File: src/rtl/mdio_pkg.sv
// Package: shared types, frame field sizes and the header encoder for the
// management master. Assumes the standard 5-bit address fields.
package mdio_pkg;

    localparam int PHY_W      = 5;
    localparam int REG_W      = 5;
    localparam int DATA_W     = 16;
    localparam int PRE_BITS   = 32;
    localparam int HDR_BITS   = 4 + PHY_W + REG_W;
    localparam int WR_BITS    = 2 + DATA_W;
    localparam int FLUSH_BITS = 32;

    typedef enum logic [2:0] {
        PH_IDLE,
        PH_PRE,
        PH_HDR,
        PH_WDATA,
        PH_TAIL,
        PH_RTA,
        PH_RDATA,
        PH_FLUSH
    } phase_t;

    // Builds start, opcode, PHY and register fields, MSB sent first.
    function automatic logic [HDR_BITS-1:0] hdr_word(
        input logic             addr_frm,
        input logic             c45,
        input logic             rd,
        input logic [PHY_W-1:0] phy,
        input logic [REG_W-1:0] rg
    );
        logic [1:0] st;
        logic [1:0] op;
        if (c45) begin
            st = 2'b00;
            op = addr_frm ? 2'b00 : (rd ? 2'b11 : 2'b01);
        end else begin
            st = 2'b01;
            op = rd ? 2'b10 : 2'b01;
        end
        return {st, op, phy, rg};
    endfunction

endpackage

File: src/rtl/mdio_bit_engine.sv
// Bit engine: runs one MDC period per go pulse. On a driven bit it sets the
// pad output while MDC is low, holds MDC low HALF_CYC clocks, then high
// HALF_CYC clocks. On a released bit MDC stays high RD_HI_CYC clocks, and
// the input is offered in the END cycle that follows the falling edge.
// Assumes go arrives only while the engine is idle or ending a bit.
module mdio_bit_engine #(
    parameter int HALF_CYC  = 32,
    parameter int RD_HI_CYC = 44
) (
    input  logic clk,
    input  logic rst_n,
    input  logic go,
    input  logic drive,
    input  logic tx_bit,
    input  logic mdio_i,
    output logic bit_done,
    output logic rx_bit,
    output logic mdc,
    output logic mdo,
    output logic oe
);
    localparam int LIM_MAX = (HALF_CYC > RD_HI_CYC) ? HALF_CYC : RD_HI_CYC;
    localparam int CNT_W   = $clog2(LIM_MAX + 1);
    localparam logic [CNT_W-1:0] LOW_END = CNT_W'(HALF_CYC - 1);
    localparam logic [CNT_W-1:0] HI_WR   = CNT_W'(HALF_CYC - 1);
    localparam logic [CNT_W-1:0] HI_RD   = CNT_W'(RD_HI_CYC - 1);

    typedef enum logic [1:0] {B_IDLE, B_LOW, B_HIGH, B_END} bst_t;

    bst_t             st;
    logic [CNT_W-1:0] cnt;
    logic [CNT_W-1:0] hi_end;

    // Bit timing state machine and pad registers.
    always_ff @(posedge clk) begin
        if (!rst_n) begin
            st     <= B_IDLE;
            cnt    <= '0;
            hi_end <= HI_WR;
            mdc    <= 1'b0;
            mdo    <= 1'b1;
            oe     <= 1'b0;
        end else begin
            case (st)
                B_IDLE, B_END: begin
                    if (go) begin
                        oe     <= drive;
                        mdo    <= drive ? tx_bit : 1'b1;
                        hi_end <= drive ? HI_WR : HI_RD;
                        cnt    <= '0;
                        st     <= B_LOW;
                    end else begin
                        st <= B_IDLE;
                    end
                end
                B_LOW: begin
                    if (cnt == LOW_END) begin
                        cnt <= '0;
                        mdc <= 1'b1;
                        st  <= B_HIGH;
                    end else begin
                        cnt <= cnt + 1'b1;
                    end
                end
                default: begin
                    if (cnt == hi_end) begin
                        cnt <= '0;
                        mdc <= 1'b0;
                        st  <= B_END;
                    end else begin
                        cnt <= cnt + 1'b1;
                    end
                end
            endcase
        end
    end

    assign bit_done = (st == B_END);
    assign rx_bit   = mdio_i;

    AST_PAD_STABLE_HI: assert property (@(posedge clk) disable iff (!rst_n)
        mdc |-> ($stable(mdo) && $stable(oe)));
    AST_RELEASE_HIGH: assert property (@(posedge clk) disable iff (!rst_n)
        !oe |-> mdo);
    AST_SAMPLE_MDC_LOW: assert property (@(posedge clk) disable iff (!rst_n)
        bit_done |-> !mdc);
    AST_GO_WHEN_FREE: assert property (@(posedge clk) disable iff (!rst_n)
        go |-> !mdc);

endmodule

File: src/rtl/mdio_frame_seq.sv
// Frame sequencer: accepts a host request, then walks preamble, header,
// write data or read capture, tail and flush phases one bit at a time
// through the bit engine. A Clause 45 request runs an address frame first.
// Assumes bit_done is a one-cycle pulse per completed MDC period.
module mdio_frame_seq
    import mdio_pkg::*;
(
    input  logic              clk,
    input  logic              rst_n,
    input  logic              req,
    input  logic              op_rd,
    input  logic              c45_en,
    input  logic [PHY_W-1:0]  phy_addr,
    input  logic [REG_W-1:0]  reg_addr,
    input  logic [DATA_W-1:0] c45_reg,
    input  logic [DATA_W-1:0] wdata,
    input  logic              bit_done,
    input  logic              rx_bit,
    output logic              go,
    output logic              drive,
    output logic              tx_bit,
    output logic [DATA_W-1:0] rd_data,
    output logic              busy,
    output logic              done,
    output logic              ta_err
);
    localparam int SH_W  = WR_BITS;
    localparam int CNT_W = $clog2(PRE_BITS + 1);

    phase_t            phase;
    logic [CNT_W-1:0]  cnt;
    logic [SH_W-1:0]   tx_sh;
    logic [DATA_W-1:0] rx_sh;
    logic              rd_q, c45_q, addr_frm, err;
    logic [PHY_W-1:0]  phy_q;
    logic [REG_W-1:0]  rg_q;
    logic [DATA_W-1:0] creg_q, wd_q;

    // Current bit request presented to the bit engine.
    always_comb begin
        drive  = (phase == PH_PRE) || (phase == PH_HDR) || (phase == PH_WDATA);
        tx_bit = (phase == PH_PRE) ? 1'b1 : tx_sh[SH_W-1];
    end

    // Phase sequencing, shift registers and host handshake.
    always_ff @(posedge clk) begin
        if (!rst_n) begin
            phase    <= PH_IDLE;
            cnt      <= '0;
            tx_sh    <= '0;
            rx_sh    <= '0;
            rd_q     <= 1'b0;
            c45_q    <= 1'b0;
            addr_frm <= 1'b0;
            err      <= 1'b0;
            phy_q    <= '0;
            rg_q     <= '0;
            creg_q   <= '0;
            wd_q     <= '0;
            go       <= 1'b0;
            busy     <= 1'b0;
            done     <= 1'b0;
            ta_err   <= 1'b0;
            rd_data  <= '0;
        end else begin
            go   <= 1'b0;
            done <= 1'b0;
            if (phase == PH_IDLE) begin
                if (req) begin
                    rd_q     <= op_rd;
                    c45_q    <= c45_en;
                    addr_frm <= c45_en;
                    phy_q    <= phy_addr;
                    rg_q     <= reg_addr;
                    creg_q   <= c45_reg;
                    wd_q     <= wdata;
                    err      <= 1'b0;
                    busy     <= 1'b1;
                    cnt      <= '0;
                    phase    <= PH_PRE;
                    go       <= 1'b1;
                end
            end else if (bit_done) begin
                go  <= 1'b1;
                cnt <= cnt + 1'b1;
                case (phase)
                    PH_PRE: begin
                        if (cnt == CNT_W'(PRE_BITS - 1)) begin
                            cnt   <= '0;
                            tx_sh <= {hdr_word(addr_frm, c45_q, rd_q, phy_q, rg_q),
                                      {(SH_W - HDR_BITS){1'b0}}};
                            phase <= PH_HDR;
                        end
                    end
                    PH_HDR: begin
                        tx_sh <= {tx_sh[SH_W-2:0], 1'b0};
                        if (cnt == CNT_W'(HDR_BITS - 1)) begin
                            cnt <= '0;
                            if (!addr_frm && rd_q) begin
                                phase <= PH_RTA;
                            end else begin
                                tx_sh <= {2'b10, (addr_frm ? creg_q : wd_q)};
                                phase <= PH_WDATA;
                            end
                        end
                    end
                    PH_WDATA: begin
                        tx_sh <= {tx_sh[SH_W-2:0], 1'b0};
                        if (cnt == CNT_W'(WR_BITS - 1)) begin
                            cnt   <= '0;
                            phase <= PH_TAIL;
                        end
                    end
                    PH_RTA: begin
                        cnt <= '0;
                        if (rx_bit) begin
                            err   <= 1'b1;
                            phase <= PH_FLUSH;
                        end else begin
                            phase <= PH_RDATA;
                        end
                    end
                    PH_RDATA: begin
                        rx_sh <= {rx_sh[DATA_W-2:0], rx_bit};
                        if (cnt == CNT_W'(DATA_W - 1)) begin
                            cnt   <= '0;
                            phase <= PH_TAIL;
                        end
                    end
                    PH_FLUSH: begin
                        if (cnt == CNT_W'(FLUSH_BITS - 1)) begin
                            go      <= 1'b0;
                            cnt     <= '0;
                            phase   <= PH_IDLE;
                            busy    <= 1'b0;
                            done    <= 1'b1;
                            ta_err  <= 1'b1;
                            rd_data <= '1;
                        end
                    end
                    default: begin
                        cnt <= '0;
                        if (addr_frm) begin
                            addr_frm <= 1'b0;
                            phase    <= PH_PRE;
                        end else begin
                            go      <= 1'b0;
                            phase   <= PH_IDLE;
                            busy    <= 1'b0;
                            done    <= 1'b1;
                            ta_err  <= err;
                            if (rd_q) rd_data <= rx_sh;
                        end
                    end
                endcase
            end
        end
    end

    AST_DONE_PULSE: assert property (@(posedge clk) disable iff (!rst_n)
        done |=> !done);
    AST_BUSY_FALL_DONE: assert property (@(posedge clk) disable iff (!rst_n)
        $fell(busy) |-> done);
    AST_BUSY_HOLDS: assert property (@(posedge clk) disable iff (!rst_n)
        (busy && !bit_done) |=> busy);
    AST_FLUSH_ONES: assert property (@(posedge clk) disable iff (!rst_n)
        (done && ta_err) |-> (rd_q && rd_data == 16'hFFFF));

endmodule

File: src/rtl/mdio_master.sv
// Top level of the management master: connects the frame sequencer to the
// bit engine and exposes host and pad signals. The pad tri-state cell is
// outside; mdio_o is held high whenever mdio_oe is low.
module mdio_master
    import mdio_pkg::*;
#(
    parameter int HALF_CYC  = 32,
    parameter int RD_HI_CYC = 44
) (
    input  logic              clk,
    input  logic              rst_n,
    input  logic              req,
    input  logic              op_rd,
    input  logic              c45_en,
    input  logic [PHY_W-1:0]  phy_addr,
    input  logic [REG_W-1:0]  reg_addr,
    input  logic [DATA_W-1:0] c45_reg,
    input  logic [DATA_W-1:0] wdata,
    output logic [DATA_W-1:0] rd_data,
    output logic              busy,
    output logic              done,
    output logic              ta_err,
    output logic              mdc,
    output logic              mdio_o,
    output logic              mdio_oe,
    input  logic              mdio_i
);
    logic go, drive, tx_bit, bit_done, rx_bit;

    mdio_frame_seq u_seq (
        .clk      (clk),
        .rst_n    (rst_n),
        .req      (req),
        .op_rd    (op_rd),
        .c45_en   (c45_en),
        .phy_addr (phy_addr),
        .reg_addr (reg_addr),
        .c45_reg  (c45_reg),
        .wdata    (wdata),
        .bit_done (bit_done),
        .rx_bit   (rx_bit),
        .go       (go),
        .drive    (drive),
        .tx_bit   (tx_bit),
        .rd_data  (rd_data),
        .busy     (busy),
        .done     (done),
        .ta_err   (ta_err)
    );

    mdio_bit_engine #(
        .HALF_CYC  (HALF_CYC),
        .RD_HI_CYC (RD_HI_CYC)
    ) u_bit (
        .clk      (clk),
        .rst_n    (rst_n),
        .go       (go),
        .drive    (drive),
        .tx_bit   (tx_bit),
        .mdio_i   (mdio_i),
        .bit_done (bit_done),
        .rx_bit   (rx_bit),
        .mdc      (mdc),
        .mdo      (mdio_o),
        .oe       (mdio_oe)
    );

    AST_IDLE_RELEASED: assert property (@(posedge clk) disable iff (!rst_n)
        (!busy && !done) |-> (!mdio_oe && !mdc));

endmodule

File: config.mk
export PLATFORM = sky130hd
export DESIGN_NAME = mdio_master
export DESIGN_NICKNAME = d
export VERILOG_FILES = /design/src/rtl/mdio_pkg.sv /design/src/rtl/mdio_bit_engine.sv /design/src/rtl/mdio_frame_seq.sv /design/src/rtl/mdio_master.sv
export SDC_FILE = /design/constraint.sdc
export NUM_CORES = 1
export LEC_CHECK = 0
export BUFFER_PORTS_ARGS = -buffer_cell sky130_fd_sc_hd__buf_2
export CORE_MARGIN = 2
export CORE_UTILIZATION = 38
export DETAILED_ROUTE_END_ITERATION = 7
export HOLD_SLACK_MARGIN = 0.03
export PLACE_DENSITY = 0.71
export SYNTH_ARGS = -nofsm -noshare
export SYNTH_HDL_FRONTEND = slang
export SYNTH_SLANG_ARGS = --single-unit
File: constraint.sdc
create_clock -name clk -period 1.74 [get_ports clk]
set_input_delay 0.087 -clock clk [delete_from_list [all_inputs] [get_ports clk]]
set_output_delay 0.087 -clock clk [all_outputs]
set_load 0.1 [all_outputs]
==> summary.txt, run 1 <==
Place
  – GPL Wtd Cong: 0.857
  – IO Port Bufs: 69
  – Post-DP HPWL: 8.28 mm

Layout
  – Leading cell types in the layout, fill and taps excluded: 165 x nand2_1, 113 x dfxtp_1, 84 x a21oi_1
  – Fillers: 1266
  – # diodes: 0
  – Commonest non-fill, non-tap cell in the layout: nand2_1
  – Final Util: 0.545
  – FF+latch area: 2460 um^2
  – Area added between synthesis and finish: 41.6%
  – Area taken by multi-input logic gates: 2740 um^2
  – Share of cells above drive strength 1: 0.247
  – Post-layout net count: 870

Timing
  – Max-slew violation count: 0
  – Setup Viol. Count Final: 0
  – Slew headroom: 0.660
  – Final period utilization: 0.987
  – Hold Violations, Final: 0
  – Worst slew pin tran: 514 ps
  – RSZ-0062 raised after global routing: yes
  – Fmax: 582 MHz
  – Final min period: 1720 ps
  – Clock skew: 6.79 ps

Pwr
  – Power per cell area: 1190 nW/um^2
  – LEAKAGE: 2.87 nW
  – Peak supply drop: 0.745 mV
  – Power, Total: 8.95 mW

Clock tree
  – Worst-path clk slew: 50 ps
  – Clock sinks: 122
  – TritonCTS clock tree: built
  – Worst-case clock buffer depth: 2
  – Num CTS Buffers: 17
  – Clk_lat worst skew: 410 ps
  – H-Tree Depth: 4
  – Root Buffer: clkbuf_16

Setup path
  – Crit path depth: 7
  – R2r setup slk: 20 ps
  – Launch point of the worst path: u_seq.cnt[2]
  – Crit path kind: reg -> reg
  – Crit path DAT: 2010 ps
  – Crit-path max cell delay: 420 ps
  – Reg2reg path depth: 7
  – Critical path cell sequence: or3b_4, nor4_4, buf_6, clkbuf_16, nand2_1, o211ai_1, a31oi_1
  – Crit path buffers/inverters: 2
  – Startpoint types: flip-flop
  – Crit path required time: 2030 ps
  – Crit-path max FO: 8
  – FF-to-FF Start: u_seq.cnt[2]
  – Crit. End Element: flip-flop
  – R2R Path End: u_seq.tx_sh[10]
  – Setup crit end: u_seq.tx_sh[10]
  – Crit path max-delay cell type: or3b_4
  – Top delay family on crit path: simple AND/OR/NAND/NOR gates

Detailed routing
  – Antenna viol nets, final: 0
  – DR iter-0 viols: 277
  – DRC: 0
  – Routed vias: 5108
  – Post-Route WL: 13.7 mm
  – DR WL/cell: 13.6 um
  – Iteration count of the initial detailed-routing pass: 5
  – Mean number of vias per cell: 5.06

GRT
  – First-pass GRT wire length: 21.5 mm
  – Global route overflow: 0
  – Initial antenna violation count: 0
  – Vias in the first global route: 4647
  – Largest net degree at the start of global routing: 59
  – Total track usage: 0.183

Job
  – Max-cap violations: 0

Logic synthesis
  – Synth top area cells: dfxtp_1 46%, nand2_1 12%, a21oi_1 8.1%
  – Mapped Avg Cell Area: 7.93 um^2
  – Synthesized Nets: 723
  – Number of synthesized flops with an enable pin: 0
  – Synth cell types: 50
  – Dominant cell type by area after synthesis: dfxtp_1
  – Flop and latch count out of synthesis: 122
  – Yosys Warn Count: 0
  – Primary FF master, synth: dfxtp_1
  – Synth Instances: 669
  – Post-synth top area share: 0.460
  – Post-synthesis sequential area ratio: 0.460
  – Post-synthesis async set-or-reset flop share: 0
  – Post-Synthesis Cell Area: 5300 um^2

Die
  – Core area: 13800 um^2
  – Core Rows: 43
  – Initial core utilization: 0.385
  – Die width: 122 um
  – Die area: 14900 um^2
  – Die extent in y: 122 um
  – Io pins: 70

Hold path
  – Tightest Hold Check Type: in -> reg

Outcome
  – Run status: complete, no violations
worst min path at each step:
stage	from	end	slack, ps	cells after the start
final	req	u_seq.addr_frm	160	5
after global routing	req	u_seq.addr_frm	160	5
after CTS	req	u_seq.addr_frm	130	5
after detailed placement	c45_reg[14]	u_seq.creg_q[14]	330	3
after global placement	c45_reg[0]	u_seq.creg_q[0]	330	3
after floorplan	c45_reg[0]	u_seq.creg_q[0]	220	2
power breakdown:
part,internal [mW],switching [mW]
clock,2.48,1.20
sequential,3.04,0.181
combinational,0.926,1.13
cells in the mapped netlist (all sizes together), types with 2 or more instances:
cell type / n
and3: 3
nor2b: 6
a21oi: 86
clkbuf: 31
xor2: 3
o21ai: 27
a21o: 2
and2: 4
nand4: 4
nor2: 55
buf: 19
mux2i: 20
nand2b: 7
dfxtp: 122
a32o: 3
nand2: 171
a31oi: 13
o211ai: 18
a211oi: 19
nor4b: 2
xnor2: 2
a21boi: 2
nor3: 7
nor3b: 3
nand3: 8
or3: 5
inv: 6
ha: 6
or3b: 2
sequential cells by signal, summed over array words and instances (netlist names), 6 cells and up:
name           cells
u_seq.rd_data     16
u_seq.cnt          6
u_seq.creg_q      16
u_bit.cnt          6
u_seq.rx_sh       16
u_seq.wd_q        16
u_seq.tx_sh       18
stage by stage:
step           instance area, um^2  cells  setup WS, ps  hold slack, ps  TNS, ps
2_1_floorplan                 5310    669          13.3             223        0
5_1_grt                       7510   1009         -68.9             158     -529
3_3_place_gp                  6120    921          44.0             329        0
6_report                      7510   1009          22.7             159        0
4_1_cts                       7210    999          17.2             129        0
3_5_place_dp                  6120    921         -6.62             333    -6.62
metal layers:
layer  part of all wire  wire [um]  track usage
met5                  0          0            0
met3              0.036        499       0.0482
met1               0.45       6130        0.226
met4              0.017        239       0.0668
met2               0.50       6830        0.307
logic make-up (layout without fill, tap and decap cells):
kind of cell,count (synthesis),count (layout),synth area share
AO/OA/AOI/OAI,177,177,0.198
buffers and inverters,56,216,0.0465
multiplexers,21,21,0.0399
flip-flops,122,122,0.460
adder cells (fa/ha/maj),6,6,0.0142
XOR/XNOR,5,5,0.00826
AND/OR/NAND/NOR,282,282,0.233
tightest hold or removal path: cells and delay by family:
kind | cells | cell delay, ps
AOI/OAI and AO/OA | 2 | 170
buffers and inverters | 1 | 140
and+or+nand+nor | 2 | 120
final cells by class:
class | count | share of cell area
multi-input cells | 491 | 0.364
flip-flops and latches | 122 | 0.327
repair buffers | 178 | 0.192
clock buffers | 26 | 0.0691
well taps | 180 | 0.0300
clock inverters | 6 | 0.0143
inverters | 6 | 0.00300
timing repair:
action                                  in CTS  in global routing
pin swaps                                    0                 16
endpoints found under the setup margin       3                 90
buffers inserted                             0                  4
gates cloned                                 0                  6
hold endpoints to repair                    46                  0
resized for setup                            2                 39
hold buffers                                46                  0
No activity file was read; power rests on OpenSTA's default activity.
==> run 2, diff against run 1 <==
--- a/config.mk
+++ b/config.mk
@@ -9,6 +9,7 @@
 export CORE_MARGIN = 2
 export CORE_UTILIZATION = 38
 export DETAILED_ROUTE_END_ITERATION = 7
+export GPL_TIMING_DRIVEN = 0
 export HOLD_SLACK_MARGIN = 0.03
 export PLACE_DENSITY = 0.71
 export SYNTH_ARGS = -nofsm -noshare
==> run 2 against run 1 <==
  * Via count is 2.8% higher
  * Highest routed layer unchanged
  * Power down 0.95%
  * Largest cell class unchanged
  * Non-clock buffer count unchanged
  * Clock power fell by 2%
  * Die area stayed put
==> summary.txt, run 2 (synthesis results as in run 1) <==
Timing
  – Worst slew pin tran: 697 ps (+183 ps)
  – WHS: 142 ps (-16.6 ps)
  – Hold Violations, Final: 0 (unchanged)
  – Fmax: 577 MHz (-0.85%)
  – TNS Setup: 0 ps (unchanged)
  – Max-slew violation count: 0 (unchanged)
  – RSZ-0062 raised after global routing: yes
  – Final period utilization: 0.995 (+0.00849)
  – Setup Viol. Count Final: 0 (unchanged)
  – Slew headroom: 0.535 (-0.125)
  – Clock skew: 6.76 ps (-0.0307 ps)
  – Final min period: 1730 ps (+14.8 ps)

Hold path
  – WHS Path Cells: 5 (unchanged)
  – Worst Hold Path EP: u_seq.addr_frm
  – Tightest Hold Check Type: in -> reg
  – Hold path startpoint: req

Layout
  – Share of cells above drive strength 1: 0.254 (+0.00634)
  – Top reg by flops: u_seq.tx_sh
  – # diodes: 0 (unchanged)
  – Post-layout net count: 870 (unchanged)
  – Final Util: 0.537 (-0.00790)
  – Commonest non-fill, non-tap cell in the layout: nand2_1
  – Leading cell types in the layout, fill and taps excluded: 169 x nand2_1, 114 x dfxtp_1, 84 x a21oi_1
  – Max FFs per register: 18 (unchanged)
  – Area added between synthesis and finish: 39.5%
  – Fillers: 1295 (+2.3%)
  – Design area: 7400 um^2 (-1.4%)

GRT
  – Largest net degree at the start of global routing: 17 (-71%)
  – Vias in the first global route: 4834 (+4.0%)
  – Global route overflow: 0 (unchanged)
  – First-pass GRT wire length: 23.2 mm (+7.8%)
  – Initial antenna violation count: 0 (unchanged)
  – Total track usage: 0.200 (+0.0169)

Detailed routing
  – DRC: 0 (unchanged)
  – Mean number of vias per cell: 5.21 (+2.9%)
  – Antenna viol nets, final: 0 (unchanged)
  – Post-Route WL: 14.9 mm (+9.0%)
  – DR iter-0 viols: 342 (+23%)
  – Routed vias: 5252 (+2.8%)
  – DR WL/cell: 14.8 um (+9.1%)
  – Iteration count of the initial detailed-routing pass: 5 (unchanged)

Setup path
  – R2r setup slk: 8 ps (about the same)
  – Crit-path max FO: 8 (unchanged)
  – Crit path kind: reg -> reg
  – Startpoint types: flip-flop
  – Launch point of the worst path: u_seq.cnt[0]
  – FF-to-FF Start: u_seq.cnt[0]
  – Crit path DAT: 2000 ps (about the same)
  – R2R Path End: u_seq.rd_data[0]
  – Crit path required time: 2010 ps (-20 ps)
  – Crit. End Element: flip-flop
  – Reg2reg path depth: 7 (unchanged)

Pwr
  – Gate power share: 0.230 (about the same)
  – Switch share: 0.295 (+0.0154)
  – Internal power: 6.25 mW (-3.1%)
  – LEAKAGE: 2.82 nW (-1.7%)
  – Power per cell area: 1200 nW/um^2 (+0.51%)
  – Peak supply drop: 0.773 mV (+3.7%)
  – Clock network power share: 0.407 (-0.003)
  – Sequential Power Share: 0.363 (+0.003)
  – Switching pwr: 2.62 mW (+4.5%)

Place
  – Post-DP HPWL: 9.48 mm (+14%)
  – IO Port Bufs: 69 (unchanged)
  – Dpl cell area: 5880 um^2 (-3.9%)
  – GPL Wtd Cong: 0.843 (-1.7%)

Die
  – Die area: 14900 um^2 (unchanged)
  – Die extent in y: 122 um (unchanged)
  – Io pins: 70 (unchanged)
  – Initial core utilization: 0.385 (unchanged)
  – Die width: 122 um (unchanged)
  – Core area: 13800 um^2 (unchanged)
  – Core Rows: 43 (unchanged)

Clock tree
  – Clk_lat worst skew: 410 ps (about the same)
  – Num CTS Buffers: 17 (unchanged)
  – H-Tree Depth: 4 (unchanged)
  – TritonCTS clock tree: built
  – Worst-path clk slew: 50 ps (about the same)
  – Worst-case clock buffer depth: 2 (unchanged)
  – Root Buffer: clkbuf_16
  – Clock sinks: 122 (unchanged)

Outcome
  – Run status: complete, no violations

Job
  – Max-cap violations: 0 (unchanged)
-- run 2: cell count changes in the layout (fill, tap and decap cells not counted), sizes merged --
cell	change
dlygate4sd3	-1
clkbuf	+19
bufinv	-1
buf	-19
clkinv	+1
-- run 2: through the flow --
step / instances / total power, mW / setup WS, ps
2_1_floorplan: 669 / 4.46 / 13.3
3_3_place_gp: 918 / 4.91 / -418
3_5_place_dp: 918 / 4.94 / -419
4_1_cts: 1001 / 8.74 / 1.13
5_1_grt: 1008 / 9.23 / -64.2
6_report: 1008 / 8.87 / 7.92
-- run 2: worst max-delay path by stage --
stage / cells past startpoint / slack, ps / endpoint
2_1_floorplan: 6 / 10 / u_seq.tx_sh[1]
5_1_grt: 7 / -60 / u_seq.rd_data[2]
6_report: 7 / 8 / u_seq.rd_data[0]
3_5_place_dp: 7 / -420 / u_seq.rx_sh[10]
3_3_place_gp: 7 / -420 / u_seq.rx_sh[11]
4_1_cts: 6 / 1 / u_seq.tx_sh[1]
-- run 2: layer usage --
metal	wire length, um	up-vias	global-route usage	share of wire
li1	-	2596	-	-
met1	6490	2455	0.246	0.43
met2	7240	174	0.333	0.48
met3	975	27	0.0557	0.065
met4	231	0	0.0726	0.015
met5	0	-	0	0
-- run 2: critical path, cell delays in order (launching register included) --
cell and delay [ps]:
dfxtp_2 360, ha_1 150, clkbuf_4 180, nand4_1 200, a21oi_4 330, buf_6 210
buf_6 110, a211oi_2 50
-- run 2: power by group through the flow --
| stage | logic, mW | registers, mW | clock network, mW |
|---|---|---|---|
| finish | 2.04 | 3.22 | 3.61 |
| global placement | 1.66 | 3.25 | 0 |
| global route | 2.23 | 3.25 | 3.76 |
| detailed placement | 1.68 | 3.25 | 0 |
| CTS | 1.91 | 3.20 | 3.63 |
| floorplan | 1.19 | 3.27 | 0 |
-- run 2: final cells by class --
type                            count  area, um^2  share of cell area
Sequential cell                   122        2460               0.332
Timing Repair Buffer              132         946               0.128
Multi-Input combinational cell    491        2830               0.382
Clock inverter                      6        82.6              0.0112
Buffer                             46         304              0.0411
Clock buffer                       25         536              0.0724
Inverter                            6        22.5             0.00304
Tap cell                          180         225              0.0304
-- run 2: what timing repair did --
action | CTS | global route
cloned | 2 | 1
resized for setup | 56 | 66
hold buffers | 45 | 0
hold endpoints to repair | 45 | 0
endpoints found under the setup margin | 108 | 104
setup buffers | 9 | 6
pin swaps | 7 | 21
